==> src/rtl/irq_route_pkg.sv <==
package irq_route_pkg;

   localparam int unsigned REG_W      = 64;
   localparam int unsigned WORD_BYTES = 8;

   // Control words follow the configuration region, in this order.
   localparam int unsigned OFS_PEND = 0;
   localparam int unsigned OFS_SET  = 8;
   localparam int unsigned OFS_CLR  = 16;
   localparam int unsigned CTRL_WORDS = 3;

   typedef enum logic [2:0] {
      RGN_NONE,
      RGN_CFG,
      RGN_PEND,
      RGN_SET,
      RGN_CLR
   } rgn_e;

   function automatic int unsigned ctrl_base(input int unsigned nsrc);
      return nsrc * WORD_BYTES;
   endfunction

   function automatic int unsigned addr_bits(input int unsigned nsrc);
      return $clog2((nsrc + CTRL_WORDS) * WORD_BYTES);
   endfunction

endpackage

==> src/rtl/irq_addr_dec.sv <==
module irq_addr_dec
   import irq_route_pkg::*;
#(
   parameter int unsigned NUM_SRC = 32,
   parameter int unsigned ADDR_W  = 9,
   parameter int unsigned IDX_W   = 5
) (
   input  logic [ADDR_W-1:0] addr,
   output rgn_e              rgn,
   output logic [IDX_W-1:0]  idx
);

   localparam logic [ADDR_W-1:0] A_CTRL = ADDR_W'(ctrl_base(NUM_SRC));
   localparam logic [ADDR_W-1:0] A_PEND = ADDR_W'(ctrl_base(NUM_SRC) + OFS_PEND);
   localparam logic [ADDR_W-1:0] A_SET  = ADDR_W'(ctrl_base(NUM_SRC) + OFS_SET);
   localparam logic [ADDR_W-1:0] A_CLR  = ADDR_W'(ctrl_base(NUM_SRC) + OFS_CLR);

   if (ADDR_W < IDX_W + 3) begin : g_bad_addr
      $error("irq_addr_dec: address too narrow for index");
   end

   always_comb begin
      rgn = RGN_NONE;
      idx = addr[IDX_W+2:3];
      if (addr[2:0] == 3'b000) begin
         if (addr < A_CTRL)       rgn = RGN_CFG;
         else if (addr == A_PEND) rgn = RGN_PEND;
         else if (addr == A_SET)  rgn = RGN_SET;
         else if (addr == A_CLR)  rgn = RGN_CLR;
      end
   end

endmodule

==> src/rtl/irq_cfg_bank.sv <==
module irq_cfg_bank
   import irq_route_pkg::*;
#(
   parameter int unsigned NUM_SRC = 32,
   parameter int unsigned ROUTE_W = 4,
   parameter int unsigned EN_BIT  = 31,
   parameter int unsigned IDX_W   = 5
) (
   input  logic                             clk,
   input  logic                             rst_n,
   input  logic                             we,
   input  logic [IDX_W-1:0]                 idx,
   input  logic [REG_W-1:0]                 wdata,
   output logic [REG_W-1:0]                 rd_word,
   output logic [NUM_SRC-1:0]               en_vec,
   output logic [NUM_SRC-1:0][ROUTE_W-1:0]  route
);

   logic [REG_W-1:0] cfg_mem [NUM_SRC];

   if (EN_BIT >= REG_W || EN_BIT < ROUTE_W) begin : g_bad_en
      $error("irq_cfg_bank: enable bit overlaps route field or word");
   end

   always_ff @(posedge clk or negedge rst_n) begin
      if (!rst_n) begin
         for (int i = 0; i < NUM_SRC; i++) cfg_mem[i] <= '0;
      end else if (we) begin
         for (int i = 0; i < NUM_SRC; i++) begin
            if (idx == IDX_W'(i)) cfg_mem[i] <= wdata;
         end
      end
   end

   for (genvar g = 0; g < NUM_SRC; g++) begin : g_fields
      assign en_vec[g] = cfg_mem[g][EN_BIT];
      assign route[g]  = cfg_mem[g][ROUTE_W-1:0];
   end

   always_comb begin
      rd_word = '0;
      for (int i = 0; i < NUM_SRC; i++) begin
         if (idx == IDX_W'(i)) rd_word = cfg_mem[i];
      end
   end

endmodule

==> src/rtl/irq_pend_bank.sv <==
module irq_pend_bank #(
   parameter int unsigned       NUM_SRC    = 32,
   parameter int unsigned       NUM_HW     = 16,
   parameter logic [NUM_SRC-1:0] LEVEL_MASK = NUM_SRC'('hF)
) (
   input  logic               clk,
   input  logic               rst_n,
   input  logic [NUM_HW-1:0]  hw_in,
   input  logic [NUM_SRC-1:0] set_mask,
   input  logic [NUM_SRC-1:0] clr_mask,
   output logic [NUM_SRC-1:0] pend
);

   logic [NUM_SRC-1:0] hw_hit;

   if (NUM_HW == 0 || NUM_HW > NUM_SRC) begin : g_bad_hw
      $error("irq_pend_bank: hardware source count out of range");
   end

   for (genvar g = 0; g < NUM_SRC; g++) begin : g_src
      if (g >= NUM_HW) begin : g_soft
         assign hw_hit[g] = 1'b0;
      end else if (LEVEL_MASK[g]) begin : g_level
         assign hw_hit[g] = hw_in[g];
      end else begin : g_edge
         logic prev_q;
         always_ff @(posedge clk or negedge rst_n) begin
            if (!rst_n) prev_q <= 1'b0;
            else        prev_q <= hw_in[g];
         end
         assign hw_hit[g] = hw_in[g] & ~prev_q;
      end
   end

   // Any set source (software or hardware) wins over a clear in the same cycle.
   always_ff @(posedge clk or negedge rst_n) begin
      if (!rst_n) pend <= '0;
      else        pend <= (pend & ~clr_mask) | set_mask | hw_hit;
   end

endmodule

==> src/rtl/irq_route_merge.sv <==
module irq_route_merge #(
   parameter int unsigned NUM_SRC = 32,
   parameter int unsigned NUM_OUT = 5,
   parameter int unsigned ROUTE_W = 4
) (
   input  logic                            clk,
   input  logic                            rst_n,
   input  logic [NUM_SRC-1:0]              pend,
   input  logic [NUM_SRC-1:0]              en_vec,
   input  logic [NUM_SRC-1:0][ROUTE_W-1:0] route,
   output logic [NUM_OUT-1:0]              lines
);

   logic [NUM_SRC-1:0] live;

   if (NUM_OUT > (1 << ROUTE_W)) begin : g_bad_out
      $error("irq_route_merge: route field cannot name every line");
   end

   assign live = pend & en_vec;

   for (genvar k = 0; k < NUM_OUT; k++) begin : g_line
      logic [NUM_SRC-1:0] sel;
      always_comb begin
         for (int i = 0; i < NUM_SRC; i++) begin
            sel[i] = live[i] && (route[i] == ROUTE_W'(k));
         end
      end
      always_ff @(posedge clk or negedge rst_n) begin
         if (!rst_n) lines[k] <= 1'b0;
         else        lines[k] <= |sel;
      end
   end

endmodule

==> src/rtl/irq_route_ctrl.sv <==
module irq_route_ctrl
   import irq_route_pkg::*;
#(
   parameter int unsigned        NUM_SRC    = 32,
   parameter int unsigned        NUM_OUT    = 5,
   parameter int unsigned        SOFT_BASE  = 16,
   parameter int unsigned        ROUTE_W    = 4,
   parameter int unsigned        EN_BIT     = 31,
   parameter logic [NUM_SRC-1:0] LEVEL_MASK = NUM_SRC'('hF),
   localparam int unsigned       ADDR_W     = addr_bits(NUM_SRC),
   localparam int unsigned       IDX_W      = $clog2(NUM_SRC)
) (
   input  logic                 clk,
   input  logic                 rst_n,
   input  logic                 reg_we,
   input  logic [ADDR_W-1:0]    reg_addr,
   input  logic [REG_W-1:0]     reg_wdata,
   output logic [REG_W-1:0]     reg_rdata,
   input  logic [SOFT_BASE-1:0] hw_irq,
   output logic [NUM_OUT-1:0]   irq_out
);

   if (NUM_SRC < 2 || NUM_SRC > REG_W) begin : g_bad_src
      $error("irq_route_ctrl: source count must fit one pending word");
   end

   rgn_e                            rgn;
   logic [IDX_W-1:0]                idx;
   logic [REG_W-1:0]                cfg_rd;
   logic [NUM_SRC-1:0]              en_vec;
   logic [NUM_SRC-1:0][ROUTE_W-1:0] route;
   logic [NUM_SRC-1:0]              pend_q;
   logic [NUM_SRC-1:0]              set_mask;
   logic [NUM_SRC-1:0]              clr_mask;

   irq_addr_dec #(
      .NUM_SRC(NUM_SRC), .ADDR_W(ADDR_W), .IDX_W(IDX_W)
   ) u_dec (
      .addr(reg_addr), .rgn(rgn), .idx(idx)
   );

   irq_cfg_bank #(
      .NUM_SRC(NUM_SRC), .ROUTE_W(ROUTE_W), .EN_BIT(EN_BIT), .IDX_W(IDX_W)
   ) u_cfg (
      .clk(clk), .rst_n(rst_n),
      .we(reg_we && rgn == RGN_CFG), .idx(idx), .wdata(reg_wdata),
      .rd_word(cfg_rd), .en_vec(en_vec), .route(route)
   );

   assign set_mask = (reg_we && rgn == RGN_SET) ? reg_wdata[NUM_SRC-1:0] : '0;
   assign clr_mask = (reg_we && rgn == RGN_CLR) ? reg_wdata[NUM_SRC-1:0] : '0;

   irq_pend_bank #(
      .NUM_SRC(NUM_SRC), .NUM_HW(SOFT_BASE), .LEVEL_MASK(LEVEL_MASK)
   ) u_pend (
      .clk(clk), .rst_n(rst_n), .hw_in(hw_irq),
      .set_mask(set_mask), .clr_mask(clr_mask), .pend(pend_q)
   );

   irq_route_merge #(
      .NUM_SRC(NUM_SRC), .NUM_OUT(NUM_OUT), .ROUTE_W(ROUTE_W)
   ) u_merge (
      .clk(clk), .rst_n(rst_n), .pend(pend_q), .en_vec(en_vec),
      .route(route), .lines(irq_out)
   );

   always_comb begin
      reg_rdata = '0;
      unique case (rgn)
         RGN_CFG:                    reg_rdata = cfg_rd;
         RGN_PEND, RGN_SET, RGN_CLR: reg_rdata[NUM_SRC-1:0] = pend_q;
         default:                    reg_rdata = '0;
      endcase
   end

endmodule

==> config.mk <==
export PLATFORM = sky130hd
export DESIGN_NAME = irq_route_ctrl
export DESIGN_NICKNAME = d
export VERILOG_FILES = /design/src/rtl/irq_route_pkg.sv /design/src/rtl/irq_addr_dec.sv /design/src/rtl/irq_cfg_bank.sv /design/src/rtl/irq_pend_bank.sv /design/src/rtl/irq_route_merge.sv /design/src/rtl/irq_route_ctrl.sv
export SDC_FILE = /design/constraint.sdc
export NUM_CORES = 2
export LEC_CHECK = 0
export BUFFER_PORTS_ARGS = -buffer_cell sky130_fd_sc_hd__buf_2
export CAP_MARGIN = 10
export CORE_MARGIN = 3
export CORE_UTILIZATION = 63
export DETAILED_ROUTE_END_ITERATION = 10
export PLACE_DENSITY = 0.88
export SYNTH_ARGS = -nofsm -noshare
export SYNTH_HDL_FRONTEND = slang
export SYNTH_SLANG_ARGS = --single-unit
==> constraint.sdc <==
create_clock -name clk -period 2.4 [get_ports clk]
set_input_delay 0.12 -clock clk [delete_from_list [all_inputs] [get_ports clk]]
set_output_delay 0.12 -clock clk [all_outputs]
set_load 0.02 [all_outputs]
==> qor.txt, run 1 <==
Clock sinks -> 2,097
Num ports -> 161
Stop stage -> global routing (5_1_grt)
Initial Utilization -> 63.8%
Share of the synthesized area in the top cell type -> 54.5%
Synth area leader -> dfrtp_1
Netlist cell types -> 101
Synth Area per Inst -> 12.8 µm²
Die W -> 397 µm
Synth Warn # -> 0
GRT Overall Usage -> 74.9%
Syn Inst Count -> 7,538
GP Congestion -> 1.08
Main flop type after synthesis -> dfrtp_1
Worst endpoint type -> output port
First Err -> [ERROR GRT-0232] Routing congestion too high. Check the congestion heatmap in the GUI.
FF+latch count, synth -> 2,097
Syn nets -> 7,630
Post-DP HPWL -> 299 mm
Setup WS pre-CTS -> -1.22 ns
Sequential area share after synthesis -> 54.5%
Number of I/O port buffers -> 160
Clk root buf -> clkbuf_16
Number of antenna violations at the first check in global routing -> 102
Cell Area, Synth -> 96,300 µm²
Area contributors post-synth -> dfrtp_1 (55%), mux2_2 (23%), a22oi_1 (3.1%)
Clock Tree Buf Depth -> 3
Core Rows -> 142
Post-synth EDFFs -> 0
CTS buffer count -> 205
Die Y -> 397 µm
H-tree levels -> 4
Worst_ep grt -> reg_rdata[45]
Largest net degree at the start of global routing -> 73
Ys async rst share -> 100%
Placed Cells -> 10.2k
GRT Residual Overflow -> 48
Status -> did not finish
[metal layers]
metal | GRT overflow | global-route usage, %
met5 | 0 | 49.2
met4 | 20 | 70.9
met3 | 4 | 65.3
met2 | 20 | 86.6
met1 | 4 | 74.9
[synth_stat cells (all sizes together) (15+ instances only)]
cell     number
nor3         75
a21o         19
dfrtp      2097
o2bb2ai      15
nor4         39
a2111oi      17
a221o        38
buf         419
o22ai        73
o211ai       28
inv          16
o21ai       223
a22oi       400
nor2        248
a22o         90
nand2b       22
mux2i        32
a31oi        29
o2111ai      17
o221ai       50
a221oi      118
nand3b       49
a21oi       242
mux2       2052
nand4        68
a211oi       37
and3         27
a222oi       41
clkbuf      275
nand2       345
nor3b        15
nand3       121
nor2b        37
[stage by stage]
step           cell area [µm²]  util [%]
2_1_floorplan            96300         -
4_1_cts                 121000      79.9
3_5_place_dp            108000      71.8
3_3_place_gp            108000      71.8
[cells by family after synthesis]
kind of cell    after synthesis  share of synthesized area [%]
mux                        2088                           24.4
buf+inv                     710                           3.58
flops                      2097                           54.5
compound gates             1536                           11.5
simple gates               1107                           6.02
[timing repair]
item	in CTS
resized for setup	682
pin swaps	277
cloned	5
hold buffers	97
buffers inserted	147
hold endpoints to repair	2635
setup endpoints to repair	64
==> inputs of run 2 (changes only) <==
--- a/config.mk
+++ b/config.mk
@@ -8,9 +8,9 @@
 export BUFFER_PORTS_ARGS = -buffer_cell sky130_fd_sc_hd__buf_2
 export CAP_MARGIN = 10
 export CORE_MARGIN = 3
-export CORE_UTILIZATION = 63
+export CORE_UTILIZATION = 40
 export DETAILED_ROUTE_END_ITERATION = 10
-export PLACE_DENSITY = 0.88
+export PLACE_DENSITY_LB_ADDON = 0.15
 export SYNTH_ARGS = -nofsm -noshare
 export SYNTH_HDL_FRONTEND = slang
 export SYNTH_SLANG_ARGS = --single-unit
==> run 2 against run 1 <==
  * The flow now finishes, with violations (setup timing)
  * Area after synthesis unchanged
  * Synthesized cell count unchanged
==> qor.txt, run 2 <==
Status -> finished, violations left (was did not finish)
Failing checks -> setup timing
Hold WS -> 0.0547 ns
Cell Area, Synth -> 96,300 µm² (unchanged)
GRT Residual Overflow -> 0
First-pass GRT wire length -> 643 mm
Critical path arrival -> 3.19 ns
Post-route ant nets -> 0
Syn nets -> 7,630 (unchanged)
Via count -> 77.8k
Die Y -> 497 µm (was 397 µm)
Worst Setup Start Kind -> flip-flop
Max Cap Viol -> 0
H-tree levels -> 4 (unchanged)
Reg with most FFs -> u_cfg.cfg_mem
Ys async rst share -> 100% (unchanged)
Crit path kind -> flip-flop to output pin
CTS buffer count -> 229 (was 205)
Most frequent cells after synthesis -> dfrtp_1 (2,097), mux2_2 (1,976), a22oi_1 (400), buf_2 (329), nand2_1 (309) (unchanged)
Hold Crit Start -> reg_wdata[33]
Final Max Tran Viols -> 0
Iteration-0 DRC count of the detailed router -> 9,510
Setup WS pre-CTS -> -1.19 ns (was -1.22 ns)
FF-to-FF setup slack -> -0.01 ns
Filler cells -> 20.6k
Pleak -> 61.0 nW
CP max FO -> 2
Detailed-router iteration count before antenna repair -> 9
Worst R2R Start -> u_cfg.route[35]
Main flop type after synthesis -> dfrtp_1 (unchanged)
Highest-count cells in the layout ignoring fill and taps -> dfrtp_1 (2,074), mux2_2 (1,974), buf_4 (965), a22oi_1 (348), buf_12 (322)
Register-to-Register Path Depth -> 9
Number of antenna violations at the first check in global routing -> 32
Core Rows -> 179 (was 142)
DRT Wirelength -> 473 mm
Final worst slack -> -0.914 ns
Num ports -> 161 (unchanged)
Multi-input logic area -> 43,800 µm²
Area contributors post-synth -> dfrtp_1 (55%), mux2_2 (23%), a22oi_1 (3.1%) (unchanged)
CTS clk-pin slew, worst paths -> 0.06 ns
Die W -> 497 µm (was 397 µm)
Crit path required time -> 2.28 ns
Clock Tree Buf Depth -> 3 (unchanged)
Slew @ Worst Pin -> 0.922 ns
Vias in the first global route -> 77.1k
Period utilization -> 138%
Setup violators final -> 65
Count leader, synth -> dfrtp_1 (unchanged)
Post-DR vias/cell -> 6.45
Post-DP HPWL -> 328 mm (was 299 mm)
GP Congestion -> 0.990 (was 1.08)
Residual DRC count -> 0
Share of cells above drive strength 1 -> 50.2%
Die Area -> 247,000 µm²
Clk root buf -> clkbuf_16 (unchanged)
CTS tree -> built
Synth Warn # -> 0 (unchanged)
Tmin final -> 3.31 ns
Endpoints failing hold -> 0
Share of the synthesized area in the top cell type -> 54.5% (unchanged)
Syn Inst Count -> 7,538 (unchanged)
Max FFs per register -> 1,888
Post-synth EDFFs -> 0 (unchanged)
Hold path depth -> 2
Commonest non-fill, non-tap cell in the layout -> dfrtp_1
Peak VDD IR -> 0.000784 V
Power per cell area -> 643 nW/µm²
Hold EP -> u_cfg.cfg_mem[929]
Initial Utilization -> 40.3% (was 63.8%)
Final setup TNS -> -24.76 ns
GRT Overall Usage -> 37.6%
Fmax -> 0.302 GHz
FF+latch count, synth -> 2,097 (unchanged)
Layout Skew -> 0.0241 ns
Synth area leader -> dfrtp_1 (unchanged)
Number of I/O port buffers -> 160 (unchanged)
Total power -> 0.0804 W
Synth Area per Inst -> 12.8 µm² (unchanged)
FF-to-FF End -> u_merge.lines[4]
Clock latency on the worst-skew pair -> 0.91 ns
Area delta synth->final -> 29.9%
Netlist cell types -> 101 (unchanged)
Largest net degree at the start of global routing -> 120
CP Capture Type -> output pin
Final #Nets -> 8,791
Slew headroom -> 38.6%
Core Area -> 239,000 µm²
Sequential area share after synthesis -> 54.5% (unchanged)
Clock sinks -> 2,097 (unchanged)
Hold Crit Class -> primary input to flip-flop
Register area -> 52,500 µm²
WL/cell -> 39.2 µm
RSZ-0062 raised after global routing -> true
## run 2: cell counts after synthesis
Identical to the previous run, type by type.
## run 2: worst max-delay path: stages, from the launching register on
cell,delay (ns)
dfrtp_1,0.38
mux4_2,0.48
mux2i_2,0.20
o211a_1,0.23
nor4_2,0.07
nor4_4,0.47
buf_4,0.20
o22ai_4,0.08
buf_6,0.16
## run 2: layer usage
layer  GRT usage, %  routed length (µm)  vias to the layer above
met5              0                  74                        -
met4           22.3               33300                       14
met3           8.65               44000                     1216
met2           56.1              206000                     4426
met1           50.1              190000                    41600
li1               -                   -                    30600
## run 2: logic make-up (layout without fill, tap and decap cells)
kind of cell / count (synthesis) / count (layout) / synth area share, %
flops: 2097 / 2097 / 54.5
mux: 2088 / 2088 / 24.4
compound gates: 1536 / 1536 / 11.5
simple gates: 1107 / 1108 / 6.02
buf+inv: 710 / 2063 / 3.58
other cells: 0 / 13 / 0
## run 2: worst max-delay path by stage
stage | depth (start not counted) | end | slack [ns] | start
floorplan | 10 | reg_rdata[63] | 0.17 | reg_addr[6]
global placement | 13 | reg_rdata[49] | -1.23 | reg_addr[4]
detailed placement | 13 | reg_rdata[57] | -1.19 | reg_addr[5]
CTS | 7 | reg_rdata[16] | -1.04 | u_cfg.cfg_mem[1872]
global route | 8 | reg_rdata[57] | -0.94 | u_cfg.cfg_mem[1849]
finish | 8 | reg_rdata[57] | -0.91 | u_cfg.cfg_mem[1849]
## run 2: cell type report
cell class | instances | share of cell area, %
clock buffers | 347 | 5.44
well taps | 3167 | 3.17
diodes | 13 | 0.0260
clock inverters | 77 | 0.817
repair buffers | 1623 | 13.6
multi-input cells | 4732 | 35.0
inverters | 16 | 0.0510
flip-flops and latches | 2097 | 42.0
## run 2: report_power, final
part           leakage [nW]  switching, W  internal [W]
clock                  3.86        0.0154        0.0215
sequential             29.0      0.000628        0.0363
combinational          28.2       0.00415       0.00244
total                  61.0        0.0202        0.0602
## run 2: per-stage QoR
stage / std cells / area, µm² / utilization (%)
after floorplan: 7538 / 96300 / -
after CTS: 12000 / 123000 / 51.7
after global placement: 11400 / 111000 / 46.5
final: 12100 / 125000 / 52.4
after detailed placement: 11400 / 111000 / 46.5
after global routing: 12100 / 125000 / 52.4
## run 2: timing repair
item | in CTS | in global routing
gates resized for setup | 691 | 215
buffers inserted | 96 | 62
pin swaps | 279 | 177
setup endpoints to repair | 65 | 65
gates cloned | 0 | 4
hold buffers | 103 | 0
endpoints found under the hold margin | 3797 | 0
(Power assumes the default switching activity.)
